**src/rtl/rtc_cal_pkg.sv**
```systemverilog
package rtc_cal_pkg;

  localparam int REG_ADDR_W = 4;
  localparam int REG_DATA_W = 8;

  localparam logic [3:0] ADR_SEC  = 4'd0;
  localparam logic [3:0] ADR_MIN  = 4'd2;
  localparam logic [3:0] ADR_HR   = 4'd4;
  localparam logic [3:0] ADR_DOW  = 4'd6;
  localparam logic [3:0] ADR_DOM  = 4'd7;
  localparam logic [3:0] ADR_MON  = 4'd8;
  localparam logic [3:0] ADR_YR   = 4'd9;
  localparam logic [3:0] ADR_CTLA = 4'd10;
  localparam logic [3:0] ADR_CTLB = 4'd11;

  localparam int CTLB_HALT = 7;
  localparam int CTLB_BIN  = 2;
  localparam int CTLB_H24  = 1;

  typedef enum logic [1:0] {SEQ_IDLE, SEQ_LEAD, SEQ_BUSY} seq_state_e;

  // binary 0..99 -> packed decimal
  function automatic logic [7:0] to_bcd(input logic [6:0] v);
    logic [6:0] tens;
    logic [6:0] ones;
    tens = v / 7'd10;
    ones = v % 7'd10;
    return {tens[3:0], ones[3:0]};
  endfunction

  // packed decimal -> binary
  function automatic logic [6:0] from_bcd(input logic [7:0] b);
    logic [7:0] acc;
    acc = {4'd0, b[3:0]} + ({4'd0, b[7:4]} * 8'd10);
    return acc[6:0];
  endfunction

  function automatic logic [7:0] enc_field(input logic [6:0] v, input logic bin_mode);
    return bin_mode ? {1'b0, v} : to_bcd(v);
  endfunction

  function automatic logic [6:0] dec_field(input logic [7:0] d, input logic bin_mode);
    return bin_mode ? d[6:0] : from_bcd(d);
  endfunction

  function automatic logic [4:0] days_in_month(input logic [3:0] mon, input logic [6:0] yr);
    logic [4:0] len;
    case (mon)
      4'd2:                    len = (yr[1:0] == 2'b00) ? 5'd29 : 5'd28;
      4'd4, 4'd6, 4'd9, 4'd11: len = 5'd30;
      default:                 len = 5'd31;
    endcase
    return len;
  endfunction

endpackage

```
**src/rtl/rtc_update_seq.sv**
```systemverilog
module rtc_update_seq
  import rtc_cal_pkg::*;
#(
  parameter int LEAD_CYCLES = 8,
  parameter int UPD_CYCLES  = 16
) (
  input  logic clk,
  input  logic rst,
  input  logic tick_i,
  input  logic halt_i,
  output logic busy_o,
  output logic adv_o,
  output logic done_o
);

  localparam int MAX_CNT = (LEAD_CYCLES > UPD_CYCLES) ? LEAD_CYCLES : UPD_CYCLES;
  localparam int CNT_W   = $clog2(MAX_CNT + 1);
  localparam logic [CNT_W-1:0] LEAD_LOAD = CNT_W'(LEAD_CYCLES - 1);
  localparam logic [CNT_W-1:0] UPD_LOAD  = CNT_W'(UPD_CYCLES - 1);

  seq_state_e       state_q;
  logic [CNT_W-1:0] cnt_q;
  logic             done_q;

  always_ff @(posedge clk) begin
    if (rst) begin
      state_q <= SEQ_IDLE;
      cnt_q   <= '0;
      done_q  <= 1'b0;
    end else begin
      done_q <= 1'b0;
      case (state_q)
        SEQ_IDLE: begin
          if (tick_i && !halt_i) begin
            state_q <= SEQ_LEAD;
            cnt_q   <= LEAD_LOAD;
          end
        end
        SEQ_LEAD: begin
          if (halt_i) begin
            state_q <= SEQ_IDLE;
          end else if (cnt_q == '0) begin
            state_q <= SEQ_BUSY;
            cnt_q   <= UPD_LOAD;
          end else begin
            cnt_q <= cnt_q - 1'b1;
          end
        end
        SEQ_BUSY: begin
          if (cnt_q == '0) begin
            state_q <= SEQ_IDLE;
            done_q  <= 1'b1;
          end else begin
            cnt_q <= cnt_q - 1'b1;
          end
        end
        default: state_q <= SEQ_IDLE;
      endcase
    end
  end

  assign busy_o = (state_q != SEQ_IDLE);
  assign adv_o  = (state_q == SEQ_LEAD) && (cnt_q == '0) && !halt_i;
  assign done_o = done_q;


  done_one_chk: assert property (@(posedge clk) disable iff (rst) done_q |=> !done_q);


  done_after_busy_chk: assert property (@(posedge clk) disable iff (rst)
    $rose(done_q) |-> ($past(state_q) == SEQ_BUSY));


  halt_idle_chk: assert property (@(posedge clk) disable iff (rst)
    (state_q == SEQ_IDLE) && halt_i |=> (state_q == SEQ_IDLE));

endmodule

```
**src/rtl/rtc_time_counters.sv**
```systemverilog
module rtc_time_counters
  import rtc_cal_pkg::*;
(
  input  logic                  clk,
  input  logic                  rst,
  input  logic                  adv_i,
  input  logic                  busy_i,
  input  logic                  wr_en_i,
  input  logic [REG_ADDR_W-1:0] addr_i,
  input  logic [REG_DATA_W-1:0] wr_data_i,
  input  logic                  bin_i,
  input  logic                  h24_i,
  output logic [6:0]            sec_o,
  output logic [6:0]            min_o,
  output logic [4:0]            hr_o,
  output logic [2:0]            dow_o,
  output logic [4:0]            dom_o,
  output logic [3:0]            mon_o,
  output logic [6:0]            yr_o
);

  logic [6:0] sec_q, min_q, yr_q;
  logic [4:0] hr_q, dom_q;
  logic [2:0] dow_q;
  logic [3:0] mon_q;

  // next-second values with full carry chain
  logic       c_min, c_hr, c_day, c_mon, c_yr;
  logic [6:0] n_sec, n_min, n_yr;
  logic [4:0] n_hr, n_dom;
  logic [2:0] n_dow;
  logic [3:0] n_mon;

  always_comb begin
    c_min = (sec_q >= 7'd59);
    c_hr  = c_min && (min_q >= 7'd59);
    c_day = c_hr && (hr_q >= 5'd23);
    c_mon = c_day && (dom_q >= days_in_month(mon_q, yr_q));
    c_yr  = c_mon && (mon_q >= 4'd12);

    n_sec = c_min ? 7'd0 : sec_q + 7'd1;
    n_min = c_min ? ((min_q >= 7'd59) ? 7'd0 : min_q + 7'd1) : min_q;
    n_hr  = c_hr  ? ((hr_q >= 5'd23) ? 5'd0 : hr_q + 5'd1) : hr_q;
    n_dow = c_day ? ((dow_q >= 3'd7) ? 3'd1 : dow_q + 3'd1) : dow_q;
    n_dom = c_day ? (c_mon ? 5'd1 : dom_q + 5'd1) : dom_q;
    n_mon = c_mon ? (c_yr ? 4'd1 : mon_q + 4'd1) : mon_q;
    n_yr  = c_yr  ? ((yr_q >= 7'd99) ? 7'd0 : yr_q + 7'd1) : yr_q;
  end

  // host write decode
  logic [6:0] wr_val, wr_h12, wr_hr;

  always_comb begin
    wr_val = dec_field(wr_data_i, bin_i);
    wr_h12 = dec_field({1'b0, wr_data_i[6:0]}, bin_i);
    if (h24_i) begin
      wr_hr = wr_val;
    end else begin
      wr_hr = ((wr_h12 == 7'd12) ? 7'd0 : wr_h12) + (wr_data_i[7] ? 7'd12 : 7'd0);
    end
  end

  always_ff @(posedge clk) begin
    if (rst) begin
      sec_q <= '0;
      min_q <= '0;
      hr_q  <= '0;
      dow_q <= 3'd1;
      dom_q <= 5'd1;
      mon_q <= 4'd1;
      yr_q  <= '0;
    end else begin
      if (adv_i) begin
        sec_q <= n_sec;
        min_q <= n_min;
        hr_q  <= n_hr;
        dow_q <= n_dow;
        dom_q <= n_dom;
        mon_q <= n_mon;
        yr_q  <= n_yr;
      end
      // a host write to a field takes priority over the advance
      if (wr_en_i) begin
        case (addr_i)
          ADR_SEC: sec_q <= wr_val;
          ADR_MIN: min_q <= wr_val;
          ADR_HR:  hr_q  <= wr_hr[4:0];
          ADR_DOW: dow_q <= wr_val[2:0];
          ADR_DOM: dom_q <= wr_val[4:0];
          ADR_MON: mon_q <= wr_val[3:0];
          ADR_YR:  yr_q  <= wr_val;
          default: ;
        endcase
      end
    end
  end

  assign sec_o = sec_q;
  assign min_o = min_q;
  assign hr_o  = hr_q;
  assign dow_o = dow_q;
  assign dom_o = dom_q;
  assign mon_o = mon_q;
  assign yr_o  = yr_q;


  adv_in_busy_chk: assert property (@(posedge clk) disable iff (rst) adv_i |-> busy_i);


  sec_wrap_chk: assert property (@(posedge clk) disable iff (rst)
    adv_i && !wr_en_i && (sec_q == 7'd59) |=> (sec_q == 7'd0));


  dow_wrap_chk: assert property (@(posedge clk) disable iff (rst)
    adv_i && !wr_en_i && (dow_q == 3'd7) && (sec_q == 7'd59) && (min_q == 7'd59) && (hr_q == 5'd23)
    |=> (dow_q == 3'd1));


  year_wrap_chk: assert property (@(posedge clk) disable iff (rst)
    adv_i && !wr_en_i && (yr_q == 7'd99) && (mon_q == 4'd12) && (dom_q == 5'd31) &&
    (hr_q == 5'd23) && (min_q == 7'd59) && (sec_q == 7'd59)
    |=> (yr_q == 7'd0) && (mon_q == 4'd1) && (dom_q == 5'd1));

endmodule

```
**src/rtl/rtc_read_mux.sv**
```systemverilog
module rtc_read_mux
  import rtc_cal_pkg::*;
(
  input  logic                  clk,
  input  logic                  rst,
  input  logic [REG_ADDR_W-1:0] addr_i,
  input  logic                  bin_i,
  input  logic                  h24_i,
  input  logic                  busy_i,
  input  logic [6:0]            ctla_i,
  input  logic [7:0]            ctlb_i,
  input  logic [6:0]            sec_i,
  input  logic [6:0]            min_i,
  input  logic [4:0]            hr_i,
  input  logic [2:0]            dow_i,
  input  logic [4:0]            dom_i,
  input  logic [3:0]            mon_i,
  input  logic [6:0]            yr_i,
  output logic [REG_DATA_W-1:0] rd_data_o
);

  logic [4:0] h12;
  logic [7:0] h12_enc;
  logic [7:0] hr_byte;
  logic [7:0] rd_next;
  logic [7:0] rd_q;

  always_comb begin
    if (hr_i == 5'd0)       h12 = 5'd12;
    else if (hr_i > 5'd12)  h12 = hr_i - 5'd12;
    else                    h12 = hr_i;
    h12_enc = enc_field({2'b00, h12}, bin_i);
    hr_byte = h24_i ? enc_field({2'b00, hr_i}, bin_i)
                    : {(hr_i >= 5'd12), h12_enc[6:0]};
  end

  always_comb begin
    case (addr_i)
      ADR_SEC:  rd_next = enc_field(sec_i, bin_i);
      ADR_MIN:  rd_next = enc_field(min_i, bin_i);
      ADR_HR:   rd_next = hr_byte;
      ADR_DOW:  rd_next = enc_field({4'd0, dow_i}, bin_i);
      ADR_DOM:  rd_next = enc_field({2'd0, dom_i}, bin_i);
      ADR_MON:  rd_next = enc_field({3'd0, mon_i}, bin_i);
      ADR_YR:   rd_next = enc_field(yr_i, bin_i);
      ADR_CTLA: rd_next = {busy_i, ctla_i};
      ADR_CTLB: rd_next = ctlb_i;
      default:  rd_next = '0;
    endcase
  end

  always_ff @(posedge clk) begin
    if (rst) rd_q <= '0;
    else     rd_q <= rd_next;
  end

  assign rd_data_o = rd_q;


  reserved_zero_chk: assert property (@(posedge clk) disable iff (rst)
    (addr_i == 4'd1) || (addr_i == 4'd3) || (addr_i == 4'd5) || (addr_i >= 4'd12)
    |=> (rd_q == 8'h00));

endmodule

```
**src/rtl/rtc_calendar_core.sv**
```systemverilog
module rtc_calendar_core
  import rtc_cal_pkg::*;
#(
  parameter int LEAD_CYCLES = 8,
  parameter int UPD_CYCLES  = 16
) (
  input  logic       clk,
  input  logic       rst,
  input  logic       tick_i,
  input  logic [3:0] addr_i,
  input  logic       wr_en_i,
  input  logic [7:0] wr_data_i,
  output logic [7:0] rd_data_o,
  output logic       uip_o,
  output logic       upd_done_o
);

  logic [6:0] ctla_q;
  logic [7:0] ctlb_q;
  logic       busy, adv, done;
  logic [6:0] sec, min, yr;
  logic [4:0] hr, dom;
  logic [2:0] dow;
  logic [3:0] mon;

  always_ff @(posedge clk) begin
    if (rst) begin
      ctla_q <= '0;
      ctlb_q <= '0;
    end else if (wr_en_i) begin
      if (addr_i == ADR_CTLA) ctla_q <= wr_data_i[6:0];
      if (addr_i == ADR_CTLB) ctlb_q <= wr_data_i;
    end
  end

  rtc_update_seq #(
    .LEAD_CYCLES(LEAD_CYCLES),
    .UPD_CYCLES (UPD_CYCLES)
  ) u_seq (
    .clk    (clk),
    .rst    (rst),
    .tick_i (tick_i),
    .halt_i (ctlb_q[CTLB_HALT]),
    .busy_o (busy),
    .adv_o  (adv),
    .done_o (done)
  );

  rtc_time_counters u_cnt (
    .clk       (clk),
    .rst       (rst),
    .adv_i     (adv),
    .busy_i    (busy),
    .wr_en_i   (wr_en_i),
    .addr_i    (addr_i),
    .wr_data_i (wr_data_i),
    .bin_i     (ctlb_q[CTLB_BIN]),
    .h24_i     (ctlb_q[CTLB_H24]),
    .sec_o     (sec),
    .min_o     (min),
    .hr_o      (hr),
    .dow_o     (dow),
    .dom_o     (dom),
    .mon_o     (mon),
    .yr_o      (yr)
  );

  rtc_read_mux u_rd (
    .clk       (clk),
    .rst       (rst),
    .addr_i    (addr_i),
    .bin_i     (ctlb_q[CTLB_BIN]),
    .h24_i     (ctlb_q[CTLB_H24]),
    .busy_i    (busy),
    .ctla_i    (ctla_q),
    .ctlb_i    (ctlb_q),
    .sec_i     (sec),
    .min_i     (min),
    .hr_i      (hr),
    .dow_i     (dow),
    .dom_i     (dom),
    .mon_i     (mon),
    .yr_i      (yr),
    .rd_data_o (rd_data_o)
  );

  assign uip_o      = busy;
  assign upd_done_o = done;


  done_flag_low_chk: assert property (@(posedge clk) disable iff (rst) upd_done_o |-> !uip_o);

endmodule

```
**config.mk**
```make
export PLATFORM = sky130hd
export DESIGN_NAME = rtc_calendar_core
export DESIGN_NICKNAME = d
export VERILOG_FILES = /design/src/rtl/rtc_cal_pkg.sv /design/src/rtl/rtc_update_seq.sv /design/src/rtl/rtc_time_counters.sv /design/src/rtl/rtc_read_mux.sv /design/src/rtl/rtc_calendar_core.sv
export SDC_FILE = /design/constraint.sdc
export NUM_CORES = 1
export LEC_CHECK = 0
export ABC_AREA = 1
export ABC_CLOCK_PERIOD_IN_PS = 4490
export BUFFER_PORTS_ARGS = -buffer_cell sky130_fd_sc_hd__buf_2
export CORE_MARGIN = 2
export CORE_UTILIZATION = 55
export DETAILED_ROUTE_END_ITERATION = 10
export PLACE_DENSITY_LB_ADDON = 0.08
export SYNTH_ARGS = -nofsm -noshare
export SYNTH_HDL_FRONTEND = slang
export SYNTH_SLANG_ARGS = --single-unit
```
**constraint.sdc**
```tcl
create_clock -name clk -period 4.49 [get_ports clk]
set_clock_uncertainty 0.1 [all_clocks]
set_input_delay 0.6735 -clock clk [delete_from_list [all_inputs] [get_ports clk]]
set_output_delay 0.6735 -clock clk [all_outputs]
set_load 0.02 [all_outputs]
```
==> results list <==
- The flow ran to the end, and the final reports show no timing, DRC or antenna violations.
- Post-DP HPWL: 14300 um
- Fill cells in the final layout number between 1000 and 1500.
- Unrepaired setup endpoints after global routing: false
- Clk Tree Root Cell: sky130_fd_sc_hd__clkbuf_16
- Areal power density over the cells: 276 nW/um^2
- CTS max path bufs: 2
- Share of the yosys chip area belonging to registers: 21.0%
- By area the synthesized netlist is led by sky130_fd_sc_hd__dfxtp_1 21%, sky130_fd_sc_hd__nand2_1 12%, sky130_fd_sc_hd__ha_1 10%.
- In the global route stage, overall resource usage came out at 29.9%.
- Floorplan die area: approximately 13000 sq um
* Worst setup path startpoint: wr_data_i[4]
- TritonCTS clock tree: built
* Average wire length per cell after detail routing: around 16 um
- Kind of path behind the tightest hold check: flop to flop
* Share of synthesized flip-flops with an asynchronous set or reset: 0%
* Global-route wire length before repair: 30600 um
- Syn-to-layout area delta: 8.59%
- In this run the count of I/O pins placed on the die edge is 26.
* Number of sinks driven by the clock tree: just under 70
- Final nets: about 1100
- Multi-input logic area: roughly 4500 sq um
- Number of violations of the max-capacitance limit: 0
* Worst setup SP type: input port
* Startpoint of the worst register-to-register path: u_cnt.hr_o[0]
* Cell breakdown of the critical path: buf_2 -> ha_1 -> fa_1 -> inv_1 -> o21ai_1 -> nand3_1 -> nor4_1 -> nand2_1 -> nand2_1 -> inv_1 -> ha_1 -> inv_1 -> fa_1 -> a21oi_1 -> o21ai_0 -> a21oi_1
- Peak VDD IR: 0.383 mV
- The post-route netlist has about an eighth of its cells at a drive strength greater than 1.
- The repair_antennas step left the layout with diodes totalling 0.
- In this run, synthesis inferred 0 flip-flops with an integrated enable.
- CTS resizes: 0
- Time the final worst path needs with I/O delays and setup: 3.50 ns
- Post-layout worst setup margin: between 0.9 and 1 ns
- Grt ovf: 0
- Setup slack of the worst register-to-register path: 1.05 ns
- Post-CTS timing repair inserted 0 buffers for setup.
* H-tree depth reported by CTS: 3
* CP Buf/Inv Count: 4
* Synth Net Count: 1103
- Fmax: around 290 MHz
- The hold violation count in the final report is 0.
- In the final layout, flip-flops and latches occupy between 1000 and 1500 sq um.
- Core box area: ~12000 sq um
* Crit-path max FO: 7
- At the end of routability-driven placement, the weighted congestion stood at approximately 1.
- At the worst endpoint, the required time is ~4.7 ns.
- Count of hold-fix buffers inserted at cts: 0
* Worst-Margin Slew: 0.936 ns
* Data arrival time of the critical path: roughly 3.7 ns
* Vias per Instance: around 5.6
- In this run the core area contains 39 standard-cell rows.
- Initial cell density of the core: a little under three fifths
- Post-synth design cell area: between 6000 and 7000 sq um
- The clock reaches the later pin of the worst-skew pair after between 0.3 and 0.4 ns.
- Power after layout: between 1500 and 2000 uW
- In this run, the number of DRC markers left after iteration 0 of detailed routing was 468.
- Entering global routing, the biggest net connects 42 pins.
- In this run, synthesis produced a sequential element count of 69.
- The kind of cell with the highest combined delay along the critical path is adder cells.
- The slowest stage of the critical path belongs to the cell sky130_fd_sc_hd__o21ai_1.
- Place WS: 0.681 ns
- For this run, the number of Yosys warnings is 0.
- 1st-pass router iterations: 6
- Measured along the y axis, the die boundary spans roughly 110 um.
- Residual DRC: 0
- Critical path start-end classification: input port to flop
- The final route contains just under 7000 vias.
- Register clock-pin slew on the reported worst setup and hold paths: around 0.060 ns
* Cell leakage power: between 0.003 and 0.004 uW
- Synthesis instantiated 55 different standard cells from the library.
* Routed WL: around 19000 um
- Cell type with the highest occurrence count on the critical path: sky130_fd_sc_hd__inv_1
- Port buffering added 25 buffers.
* Flip-flop cell with the highest count after synthesis: sky130_fd_sc_hd__dfxtp_1
* Number of max-slew violations in the final report: 0
- Worst Hold Slack: roughly 0.35 ns
- Post-Synthesis Cells: approximately 1000
* Horiz. Die Dim: 113 um
* Antenna violations before repair: 0
- Post-DRT Antenna Nets: 0
- Synthesized area divided by synthesized cell count: 6.40 sq um
- Proportion of netlist area held by the largest area contributor: between 20% and 30%
* Setup-violating endpoint count in the final report: 0
- STA classifies the critical path endpoint as a flop.
- Num CTS Buffers: 9
* Hold path start: u_seq.cnt_q[4]
- In this run the tightest slew margin relative to its limit is 36.9%.
* Cell type with the largest total area after synthesis: sky130_fd_sc_hd__dfxtp_1
- The via count of the first global-routing pass was around 6300.
- Total Neg Setup Slack: 0 ns
- In this design, the stage delay of the slowest critical-path cell is approximately 0.5 ns.
* Share of the clock period used by the worst path: between 70% and 80%
kinds of logic after synthesis:
| group | synth area share [%] |
|---|---|
| AO/OA/AOI/OAI | 21.7 |
| XOR/XNOR | 1.60 |
| adder cells (fa/ha/maj) | 11.4 |
| buffers and inverters | 11.1 |
| flip-flops | 21.0 |
| AND/OR/NAND/NOR | 33.2 |
sequential cells by signal (all words and copies together), names as in the netlist, 4 cells and up:
| signal | flops |
|---|---|
| u_cnt.yr_o | 7 |
| u_seq.cnt_q | 5 |
| ctlb_q | 8 |
| u_cnt.hr_o | 5 |
| u_cnt.dom_o | 5 |
| u_cnt.min_o | 7 |
| u_cnt.sec_o | 7 |
| u_rd.rd_data_o | 8 |
| ctla_q | 7 |
| u_cnt.mon_o | 4 |
final timing paths:
kind / to / cells after the start
hold reg to reg: u_seq.cnt_q[4] / 2
setup reg to reg: u_rd.rd_data_o[1] / 26
setup / recovery: u_cnt.hr_o[3] / 16
hold / removal: u_seq.cnt_q[4] / 2
cell type report:
class	instances	area share (%)
sequential	69	19.3
clock inverter	6	0.998
clock buffer	10	3.20
inverter	171	9.05
multi-input combinational	769	62.5
timing repair buffer	31	2.38
tap	143	2.50
cell usage in the layout, fill, tap and decap left out, types with 7 or more instances in the layout:
| cell | Yosys | final |
|---|---|---|
| sky130_fd_sc_hd__nand3_1 | 99 | 99 |
| sky130_fd_sc_hd__inv_1 | 151 | 151 |
| sky130_fd_sc_hd__dfxtp_1 | 69 | 69 |
| sky130_fd_sc_hd__nor2_4 | 7 | 7 |
| sky130_fd_sc_hd__xor2_1 | 9 | 9 |
| sky130_fd_sc_hd__nand2_2 | 21 | 21 |
| sky130_fd_sc_hd__a21oi_1 | 89 | 89 |
| sky130_fd_sc_hd__o22ai_1 | 7 | 7 |
| sky130_fd_sc_hd__nor2_1 | 75 | 75 |
| sky130_fd_sc_hd__nand2_1 | 204 | 204 |
| sky130_fd_sc_hd__ha_1 | 55 | 55 |
| sky130_fd_sc_hd__clkbuf_16 | 0 | 9 |
| sky130_fd_sc_hd__buf_2 | 1 | 25 |
| sky130_fd_sc_hd__o211ai_1 | 22 | 22 |
| sky130_fd_sc_hd__nor3_1 | 11 | 11 |
| sky130_fd_sc_hd__a221oi_1 | 11 | 11 |
| sky130_fd_sc_hd__a31oi_1 | 8 | 8 |
| sky130_fd_sc_hd__o21ai_0 | 74 | 74 |
| sky130_fd_sc_hd__inv_2 | 16 | 16 |
| sky130_fd_sc_hd__nand3_2 | 11 | 11 |
where the power goes:
group          switching [uW]  internal, uW
clock                     295           435
sequential               28.0           650
combinational             381           183
per-stage QoR:
step / instances / area, sq um / utilization [%]
2_1_floorplan: 1029 / 6580 / -
3_3_place_gp: 1183 / 6850 / 59.2
3_5_place_dp: 1183 / 6850 / 59.2
4_1_cts: 1199 / 7150 / 61.8
5_1_grt: 1199 / 7150 / 61.8
6_report: 1199 / 7150 / 61.8
tightest hold or removal path, delay by kind of cell (launching register included):
family             cells  cell delay [ns]
AOI/OAI and AO/OA      1             0.03
DFF                    1             0.31
and+or+nand+nor        1             0.06
routing by layer:
layer	up-vias	GRT usage [%]	wire length, um
met2	200	47.8	8300
met4	0	10.2	517
met5	-	0	0
li1	3478	-	-
met1	3033	39.4	8610
met3	39	7.65	1260
synthesized netlist by cell type (5+ instances only):
| library cell | count |
|---|---|
| sky130_fd_sc_hd__o211ai_1 | 22 |
| sky130_fd_sc_hd__o21ai_2 | 5 |
| sky130_fd_sc_hd__inv_1 | 151 |
| sky130_fd_sc_hd__nand2_2 | 21 |
| sky130_fd_sc_hd__o22ai_1 | 7 |
| sky130_fd_sc_hd__a21oi_1 | 89 |
| sky130_fd_sc_hd__ha_1 | 55 |
| sky130_fd_sc_hd__a221oi_1 | 11 |
| sky130_fd_sc_hd__xor2_1 | 9 |
| sky130_fd_sc_hd__nor2_4 | 7 |
| sky130_fd_sc_hd__nor2_1 | 75 |
| sky130_fd_sc_hd__nor3_1 | 11 |
| sky130_fd_sc_hd__dfxtp_1 | 69 |
| sky130_fd_sc_hd__clkbuf_1 | 16 |
| sky130_fd_sc_hd__a31oi_1 | 8 |
| sky130_fd_sc_hd__nand2_1 | 204 |
| sky130_fd_sc_hd__inv_2 | 16 |
| sky130_fd_sc_hd__nand3_1 | 99 |
| sky130_fd_sc_hd__nand4_1 | 6 |
| sky130_fd_sc_hd__o21ai_0 | 74 |
| sky130_fd_sc_hd__nand3_2 | 11 |
Power figures use the tool's default switching activity.
